==> config.mk <==
export PLATFORM = sky130hd
export DESIGN_NAME = i2c_rx_slave
export DESIGN_NICKNAME = d
export VERILOG_FILES = /design/src/rtl/i2crx_pkg.sv /design/src/rtl/i2crx_sync.sv /design/src/rtl/i2crx_fsm.sv /design/src/rtl/i2crx_regs.sv /design/src/rtl/i2c_rx_slave.sv
export SDC_FILE = /design/constraint.sdc
export NUM_CORES = 1
export LEC_CHECK = 0
export ABC_CLOCK_PERIOD_IN_PS = 2300
export BUFFER_PORTS_ARGS = -buffer_cell sky130_fd_sc_hd__buf_4
export CORE_MARGIN = 8
export CORE_UTILIZATION = 41
export DETAILED_ROUTE_END_ITERATION = 8
export PLACE_DENSITY = 0.66
export SYNTH_ARGS = -nofsm -noshare
export SYNTH_HDL_FRONTEND = slang
export SYNTH_SLANG_ARGS = --single-unit
==> constraint.sdc <==
create_clock -name clk -period 2.3 [get_ports clk]
set_clock_uncertainty 0.1 [all_clocks]
set_input_delay 0.345 -clock clk [delete_from_list [all_inputs] [get_ports clk]]
set_output_delay 0.345 -clock clk [all_outputs]
set_load 0.02 [all_outputs]
==> src/rtl/i2crx_pkg.sv <==
package i2crx_pkg;
    parameter int ADDR_W = 7;
    localparam int BYTE_W = ADDR_W + 1;
    localparam int CNT_W  = $clog2(BYTE_W + 2);

    typedef enum logic [1:0] {
        ST_IDLE,
        ST_ADDR,
        ST_DATA,
        ST_SKIP
    } rx_state_e;

    typedef struct packed {
        rx_state_e         st;
        logic [CNT_W-1:0]  cnt;
        logic [ADDR_W-1:0] sh;
        logic              ackp;
        logic              oe;
        logic              rdmode;
    } fsm_t;

    typedef struct packed {
        logic [BYTE_W-1:0] data;
        logic              full;
        logic              ovf;
        logic              rw;
        logic              irq;
    } host_t;
endpackage

==> src/rtl/i2crx_sync.sv <==
module i2crx_sync #(
    parameter int STAGES = 2
) (
    input  logic clk,
    input  logic rst_n,
    input  logic scl_i,
    input  logic sda_i,
    output logic scl_hi,
    output logic sda_hi,
    output logic scl_rise,
    output logic scl_fall,
    output logic start_evt,
    output logic stop_evt
);
    logic [STAGES:0] scl_d, scl_q, sda_d, sda_q;
    logic scl_c, scl_p, sda_c, sda_p;

    always_comb begin
        scl_d = {scl_q[STAGES-1:0], scl_i};
        sda_d = {sda_q[STAGES-1:0], sda_i};
    end

    always_ff @(posedge clk or negedge rst_n) begin
        if (!rst_n) begin
            scl_q <= '1;
            sda_q <= '1;
        end else begin
            scl_q <= scl_d;
            sda_q <= sda_d;
        end
    end

    assign scl_c     = scl_q[STAGES-1];
    assign scl_p     = scl_q[STAGES];
    assign sda_c     = sda_q[STAGES-1];
    assign sda_p     = sda_q[STAGES];
    assign scl_hi    = scl_c;
    assign sda_hi    = sda_c;
    assign scl_rise  = scl_c & ~scl_p;
    assign scl_fall  = ~scl_c & scl_p;
    assign start_evt = scl_c & scl_p & sda_p & ~sda_c;
    assign stop_evt  = scl_c & scl_p & ~sda_p & sda_c;
endmodule

==> src/rtl/i2crx_fsm.sv <==
module i2crx_fsm
    import i2crx_pkg::*;
(
    input  logic              clk,
    input  logic              rst_n,
    input  logic              scl_hi,
    input  logic              sda_hi,
    input  logic              scl_rise,
    input  logic              scl_fall,
    input  logic              start_evt,
    input  logic              stop_evt,
    input  logic [ADDR_W-1:0] own_addr,
    input  logic              accept,
    output logic              byte_evt,
    output logic              is_addr,
    output logic [BYTE_W-1:0] byte_val,
    output logic              sda_oe
);
    localparam logic [CNT_W-1:0] LAST_BIT = CNT_W'(BYTE_W - 1);
    localparam logic [CNT_W-1:0] ACK_WAIT = CNT_W'(BYTE_W);
    localparam logic [CNT_W-1:0] ACK_SLOT = CNT_W'(BYTE_W + 1);

    fsm_t q, n;
    logic [BYTE_W-1:0] nb;

    always_comb begin
        n        = q;
        byte_evt = 1'b0;
        is_addr  = 1'b0;
        nb       = {q.sh, sda_hi};
        byte_val = nb;
        if (stop_evt) begin
            n.st  = ST_IDLE;
            n.oe  = 1'b0;
            n.cnt = '0;
        end else if (start_evt) begin
            n.st     = ST_ADDR;
            n.cnt    = '0;
            n.oe     = 1'b0;
            n.rdmode = 1'b0;
        end else if (q.st == ST_ADDR || q.st == ST_DATA) begin
            if (scl_rise) begin
                if (q.cnt < ACK_WAIT) begin
                    n.sh  = nb[ADDR_W-1:0];
                    n.cnt = q.cnt + 1'b1;
                    if (q.cnt == LAST_BIT) begin
                        if (q.st == ST_ADDR && nb[BYTE_W-1:1] != own_addr) begin
                            n.st  = ST_SKIP;
                            n.cnt = '0;
                        end else begin
                            byte_evt = 1'b1;
                            is_addr  = (q.st == ST_ADDR);
                            n.ackp   = accept;
                            if (q.st == ST_ADDR) n.rdmode = nb[0];
                        end
                    end
                end else if (q.cnt == ACK_WAIT) begin
                    n.cnt = ACK_SLOT;
                end
            end else if (scl_fall) begin
                if (q.cnt == ACK_WAIT) begin
                    n.oe = q.ackp;
                end else if (q.cnt == ACK_SLOT) begin
                    n.oe  = 1'b0;
                    n.cnt = '0;
                    n.st  = q.rdmode ? ST_SKIP : ST_DATA;
                end
            end
        end
    end

    always_ff @(posedge clk or negedge rst_n) begin
        if (!rst_n) q <= '{st: ST_IDLE, cnt: '0, sh: '0, ackp: 1'b0, oe: 1'b0, rdmode: 1'b0};
        else        q <= n;
    end

    assign sda_oe = q.oe;

    // the pull-down only ever starts while SCL is low
    assert_oe_scl_low_R8: assert property (@(posedge clk) disable iff (!rst_n)
        $rose(q.oe) |-> !scl_hi);
    // a skipped transfer never drives the line
    assert_skip_quiet_R7: assert property (@(posedge clk) disable iff (!rst_n)
        (q.st == ST_SKIP) |-> !q.oe);
    // a STOP leaves SDA released on the next cycle
    assert_stop_release_R1: assert property (@(posedge clk) disable iff (!rst_n)
        stop_evt |=> !sda_oe);
endmodule

==> src/rtl/i2crx_regs.sv <==
module i2crx_regs
    import i2crx_pkg::*;
(
    input  logic              clk,
    input  logic              rst_n,
    input  logic              byte_evt,
    input  logic              is_addr,
    input  logic [BYTE_W-1:0] byte_val,
    input  logic              rd_buf,
    input  logic              clr_irq,
    input  logic              clr_ovf,
    output logic              accept,
    output logic [BYTE_W-1:0] rx_data,
    output logic              buf_full,
    output logic              ovf,
    output logic              rw_flag,
    output logic              irq
);
    host_t q, n;

    always_comb begin
        n      = q;
        accept = !q.full && !q.ovf;
        if (rd_buf)  n.full = 1'b0;
        if (clr_ovf) n.ovf  = 1'b0;
        if (clr_irq) n.irq  = 1'b0;
        if (byte_evt) begin
            n.irq = 1'b1;
            if (is_addr) n.rw = byte_val[0];
            if (accept) begin
                n.data = byte_val;
                n.full = 1'b1;
            end else begin
                n.ovf = 1'b1;
            end
        end
    end

    always_ff @(posedge clk or negedge rst_n) begin
        if (!rst_n) q <= '0;
        else        q <= n;
    end

    assign rx_data  = q.data;
    assign buf_full = q.full;
    assign ovf      = q.ovf;
    assign rw_flag  = q.rw;
    assign irq      = q.irq;

    // overflow is sticky until its own clear strobe
    assert_ovf_sticky_R5: assert property (@(posedge clk) disable iff (!rst_n)
        $fell(q.ovf) |-> $past(clr_ovf));
    // held byte is never replaced while the buffer was full or overflowed
    assert_no_overwrite_R5: assert property (@(posedge clk) disable iff (!rst_n)
        !$stable(q.data) |-> $past(accept));
    // buffer-full drops only on a host read
    assert_full_clear_R4: assert property (@(posedge clk) disable iff (!rst_n)
        $fell(q.full) |-> $past(rd_buf));
    // interrupt drops only on a host clear
    assert_irq_clear_R6: assert property (@(posedge clk) disable iff (!rst_n)
        $fell(q.irq) |-> $past(clr_irq));
endmodule

==> src/rtl/i2c_rx_slave.sv <==
module i2c_rx_slave
    import i2crx_pkg::*;
#(
    parameter int SYNC_STAGES = 2
) (
    input  logic              clk,
    input  logic              rst_n,
    input  logic              scl_i,
    input  logic              sda_i,
    output logic              sda_oe,
    input  logic [ADDR_W-1:0] own_addr,
    input  logic              rd_buf,
    input  logic              clr_irq,
    input  logic              clr_ovf,
    output logic [BYTE_W-1:0] rx_data,
    output logic              buf_full,
    output logic              ovf,
    output logic              rw_flag,
    output logic              irq
);
    logic scl_hi, sda_hi, scl_rise, scl_fall, start_evt, stop_evt;
    logic accept, byte_evt, is_addr;
    logic [BYTE_W-1:0] byte_val;

    i2crx_sync #(.STAGES(SYNC_STAGES)) u_sync (
        .clk(clk), .rst_n(rst_n), .scl_i(scl_i), .sda_i(sda_i),
        .scl_hi(scl_hi), .sda_hi(sda_hi), .scl_rise(scl_rise), .scl_fall(scl_fall),
        .start_evt(start_evt), .stop_evt(stop_evt)
    );

    i2crx_fsm u_fsm (
        .clk(clk), .rst_n(rst_n), .scl_hi(scl_hi), .sda_hi(sda_hi),
        .scl_rise(scl_rise), .scl_fall(scl_fall), .start_evt(start_evt),
        .stop_evt(stop_evt), .own_addr(own_addr), .accept(accept),
        .byte_evt(byte_evt), .is_addr(is_addr), .byte_val(byte_val), .sda_oe(sda_oe)
    );

    i2crx_regs u_regs (
        .clk(clk), .rst_n(rst_n), .byte_evt(byte_evt), .is_addr(is_addr),
        .byte_val(byte_val), .rd_buf(rd_buf), .clr_irq(clr_irq), .clr_ovf(clr_ovf),
        .accept(accept), .rx_data(rx_data), .buf_full(buf_full), .ovf(ovf),
        .rw_flag(rw_flag), .irq(irq)
    );
endmodule

# == Yosys cells after proc, flatten, opt, wreduce, memory -nomap -nowiden ==
# Cells that the tools add are included.
# Widths: inputs -> output; s select.
# word_totals
out_inout_bits,13
input_bits,14
ff_bits,34
elab_cells,115
# classes
n_bitwise,14
n_reduce_logical,24
eq_ne,13
add_sub_neg,1
mux,49
n_lt_le_gt_ge,1
# ops
operator,n
$mux 6,8
$mux 1,33
$reduce_and 7->1,3
$mux 16,1
$mux 8,2
$mux 4,3
$ne 4x1->1 const B,3
$reduce_bool 2->1,6
$reduce_bool 4->1,3
$reduce_and 5->1,2
$eq 4x4->1 const B,2
$and 1x1->1,7
$ne 7x7->1,1
$not 1->1,7
$reduce_bool 3->1,2
$ne 5x1->1 const B,1
$add 4x1->4 const B,1
$eq 4x3->1 const B,1
$lt 4x4->1 const B,1
$mux 2,2
$ne 4x4->1 const B,1
$reduce_and 2->1,2
$reduce_and 4->1,1
$ne 3x1->1 const B,1
other kinds (6),8

# == Longest topological paths before layout ==
# depth
word_depth,11
mapped_depth,8
depth_no_buf,7

# == By module ==
# From an unflattened synthesis, not the netlist that was laid out.
# unflattened
cells_unflattened,145
hier_area_um2,1729.2
# modules_own_cells
module,seq_area_each_um2,area_per_inst_um2,n_inst,cells_each
i2crx_fsm,400.4,1076.0,1,104
i2crx_regs,300.3,462.9,1,31
i2crx_sync,157.7,190.2,1,10

# == Least setup slack after synthesis ==
# Ideal clock, no wire load.
# synth_path
path_kind,reg-to-reg
from,register u_sync.scl_q[2]
to,register u_fsm.q[13] (netlist bit)
t_arrival_ps,1851
period_less_slack_ps,2074
required_ps,2077
path_slack_ps,226
path_stages_with_launch,7
setup_time_ps,123
n_path_buf,0
cell_sequence,dfstp_2 > inv_1 > ha_1 > or3b_4 > nor4_4 > nor3_2 > o221a_2
# synth_between
elab_chain_len,6
word_cells_on_any_way,18
cone_classes,eq/ne: 2; mux: 4; bitwise: 8; reduce/logical: 4
# synth_rtl
item,line_no,source
from (decl),i2crx_sync.sv:15,"logic [STAGES:0] scl_d, scl_q, sda_d, sda_q;"
from (signal assigned),i2crx_sync.sv:28,scl_q <= scl_d;
branches (longest 6 deep; another with $ne 5x1->1),--,
to (signal assigned),i2crx_fsm.sv:73,"if (!rst_n) q <= '{st: ST_IDLE, cnt: '0, sh: '0, ackp: 1'b0, oe: 1'b0, rdmode: 1'b0};"
to (signal assigned),i2crx_fsm.sv:74,else q <= n;
to (decl),i2crx_fsm.sv:23,"fsm_t q, n;"
# Several ways; the timed one is not identified. The select of a mux whose other input is x is not followed.
# A chain may end at the register's enable or synchronous reset.

# == Worst setup path after layout ==
# layout_path
from,register u_sync.scl_q[2]
to,register u_fsm.q[15] (netlist bit)
# layout_between
elab_chain_len,6
word_cells_on_any_way,20
cone_classes,eq/ne: 4; mux: 4; bitwise: 8; reduce/logical: 4
# layout_rtl
item
branches (longest 6 deep; another with $reduce_and 7->1)
# Several ways; the timed one is not identified. The select of a mux whose other input is x is not followed.

==> results.py <==
metrics = {
    "detailed_routing": {
        "initialDrtViolationCount": 68,
        "finalWirelength_mm": 3.433,
        "num_vias": 1173,
        "drc": 0,
        "ant_nets": 0,
        "vias_per_cell": 5.213,
        "drt-wirelength-per-cell_um": 15.26,
        "drtPass1Iterations": 4,
    },
    "critical_path": {
        "path_max_fanout": 9,
        "cp-start-kind": "flop",
        "r2r_cells": 7,
        "cp_data_arrival_time_ns": 2.24,
        "worstReg2RegEnd": "u_fsm.q[15]",
        "critPathRequiredTime_ns": 2.35,
        "end_kind": "flop",
        "timing.rr.start": "u_sync.scl_q[2]",
        "critPathKind": "flop to flop",
        "r2r_slack_ns": 0.11,
    },
    "finish": {
        "stdcell_count": 225,
        "syn_to_final_growth_pct": 24.96,
        "drive_gt1_share_pct": 40.57,
        "fin_util_pct": 52.33,
        "antennaDiodeCount": 0,
        "nets": 195,
    },
    "yosys": {
        "synth_top_area_share_pct": 42.75,
        "ys_top_cells_by_area": "dfrtp_1 43%, mux2_2 11%, dfstp_2 9.6%, ha_1 5.3%, xnor2_1 3.7%",
        "yosys_warnings": 0,
        "synth-edff-count": 0,
        "synth.cell_area_um2": 1639,
        "yosys_register_bits": 34,
        "synth.distinct_cells": 39,
        "syn_inst": 138,
        "synthArstFlopShare_pct": 100.0,
        "yosys.area.top_type": "dfrtp_1",
        "syn_nets": 159,
        "yosysSeqAreaShare_pct": 52.37,
        "syn_area_per_cell_um2": 11.88,
        "synth_ff_type": "dfrtp_1",
    },
    "power_and_ir_drop": {
        "p_leak_nw": 0.9502,
        "powerDensity_nw_per_um2": 834.0,
        "pwr-share-clk_pct": 30.0,
        "intPower_w": 0.001216,
        "sequentialPowerShare_pct": 45.0,
        "comb_power_share_pct": 25.0,
        "p_sw_w": 0.0004925,
        "power_w": 0.001708,
        "swShare_pct": 28.83,
        "irDropWorstVdd_v": 0.0004762,
    },
    "floorplanning": {
        "start_util_pct": 41.88,
        "core_um2": 3914,
        "rows": 23,
        "io_pins": 27,
        "die_area_um2": 6277,
        "dieWidth_um": 79.23,
        "die_h_um": 79.23,
    },
    "global_routing": {
        "grt_pass1_wl_mm": 5.796,
        "antenna_found_initial": 0,
        "first_global_vias": 1274,
        "grtUsageTotal_pct": 11.65,
        "grt_max_degree": 35,
        "grt_overflow": 0,
    },
    "min_path": {
        "min_from": "scl_i",
        "min_path_cells": 1,
        "hold_class": "input pin to flop",
        "min_to": "u_sync.scl_q[0]",
    },
    "clock_tree": {
        "clock_path_buffers": 2,
        "cts_tree": "built",
        "cts_buffers": 5,
        "clkSlewWorstSetupHoldPaths_ns": 0.07,
        "post_cts_buffers": 0,
        "htreeDepth": 2,
        "clock_latency_ns": 0.28,
        "cts.sinks": 34,
        "cts_root_buf": "clkbuf_8",
    },
    "placement": {
        "place_hpwl_mm": 2.556,
        "io_buffer_count": 26,
        "gp_congestion": 0.8821,
        "pre_cts_ws_ns": 0.05723,
        "place_inst": 216,
    },
    "timing": {
        "grt_setup_unrepaired": "false",
        "slew_violations": 0,
        "setup_tns_ns": 0,
        "hold_viol_final": 0,
        "setup_viol": 0,
        "relSlewSlack_pct": 69.78,
        "period_needed_ns": 2.190,
        "fin_ws_ns": 0.1096,
        "worstMarginPinSlew_ns": 0.4506,
        "fin_crit_sh_pct": 95.23,
        "fmax_mhz": 456.5,
    },
    "run_status": {
        "outcome": "complete, no violations",
    },
    "run": {
        "max_cap_viol_count": 0,
    },
}
==> critical path, stage by stage, from the launching register on <==
cell and delay (ns):
dfstp_2 0.55, inv_1 0.04, ha_1 0.19, or3b_4 0.42, nor4_4 0.34, nor3_4 0.13, a21oi_1 0.17, o211ai_1 0.11
==> sequential cells by signal (all words and copies together) (netlist names) <==
| register | count |
|---|---|
| u_fsm.byte_val | 7 |
| u_fsm.q | 8 |
| u_fsm.sda_oe | 1 |
| u_regs.buf_full | 1 |
| u_regs.irq | 1 |
| u_regs.ovf | 1 |
| u_regs.rw_flag | 1 |
| u_regs.rx_data | 8 |
| u_sync.scl_q | 3 |
| u_sync.sda_q | 3 |
==> kinds of logic (layout without fill, tap and decap cells) <==
kind of cell,after synthesis,count (layout),synth area share [%]
and+or+nand+nor,36,36,13.59
DFF,34,34,52.37
AOI/OAI and AO/OA,26,26,10.84
muxes,16,16,10.99
buffers and inverters,11,48,2.595
xor gates and xnor gates,8,8,4.275
adders and majority gates,7,7,5.343
==> power groups by stage <==
| stage | Clock (W) | Sequential (W) | Combinational (W) |
|---|---|---|---|
| CTS | 0.000530 | 0.000772 | 0.000423 |
| global placement | 0 | 0.000777 | 0.000402 |
| floorplan | 0 | 0.000757 | 0.000289 |
| finish | 0.000512 | 0.000768 | 0.000428 |
| detailed placement | 0 | 0.000784 | 0.000418 |
| global route | 0.000555 | 0.000782 | 0.000470 |
==> synth_stat cells (2+ instances only) <==
cell,n
nand2_1,6
inv_1,10
xnor2_1,7
dfstp_2,6
a21oi_1,5
mux2_2,16
nand3_1,4
or2b_2,2
o21ai_0,8
a31oi_1,3
ha_1,7
nor2_1,8
nor2b_1,2
dfrtp_1,28
and3_1,2
==> cell usage in the layout (no fill, tap or decap), types with 3 or more instances in the layout <==
cell,synthesis,layout
a21oi_1,5,5
a31oi_1,3,3
buf_4,0,29
clkbuf_8,0,8
dfrtp_1,28,28
dfstp_2,6,6
ha_1,7,7
inv_1,10,10
mux2_2,16,16
nand2_1,6,6
nand3_1,4,4
nor2_1,8,8
o21ai_0,8,8
xnor2_1,7,7
==> how the worst max path moves through the flow <==
stage                   to  slack [ns]  cells after the start       startpoint
5_1_grt        u_fsm.q[15]        0.02                      7  u_sync.scl_q[2]
4_1_cts        u_fsm.q[15]        0.04                      7  u_sync.scl_q[2]
2_1_floorplan  u_fsm.q[13]        0.23                      6  u_sync.scl_q[2]
3_3_place_gp   u_fsm.q[13]        0.09                      6  u_sync.scl_q[2]
3_5_place_dp   u_fsm.q[15]        0.06                      7  u_sync.scl_q[2]
6_report       u_fsm.q[15]        0.11                      7  u_sync.scl_q[2]
==> through the flow <==
stage,hold slack [ns],instance area (um^2)
after global routing,0.05138,2048
final,0.06540,2048
after detailed placement,0.2203,1914
after global placement,0.2134,1914
after CTS,0.05268,2034
after floorplan,-0.05059,1639
==> metal layers <==
layer	share of wire, %	routed length (um)	track usage, %
met5	0	0	0
met4	1.3	44	6.667
met3	5.4	186	4.289
met2	48	1656	17.67
met1	45	1546	13.91
==> final cells by class <==
type,count,area [um^2]
Fill cell,364,1866
Multi-Input combinational cell,93,752.0
Tap cell,50,62.56
Timing Repair Buffer,30,227.7
Sequential cell,34,858.3
Clock buffer,8,110.1
Inverter,10,37.54
==> timing repair <==
item	CTS	global route
hold endpoints to repair	28	0
resized for setup	0	2
hold buffers	1	0
setup endpoints to repair	0	12
Power figures use the tool's default switching activity.
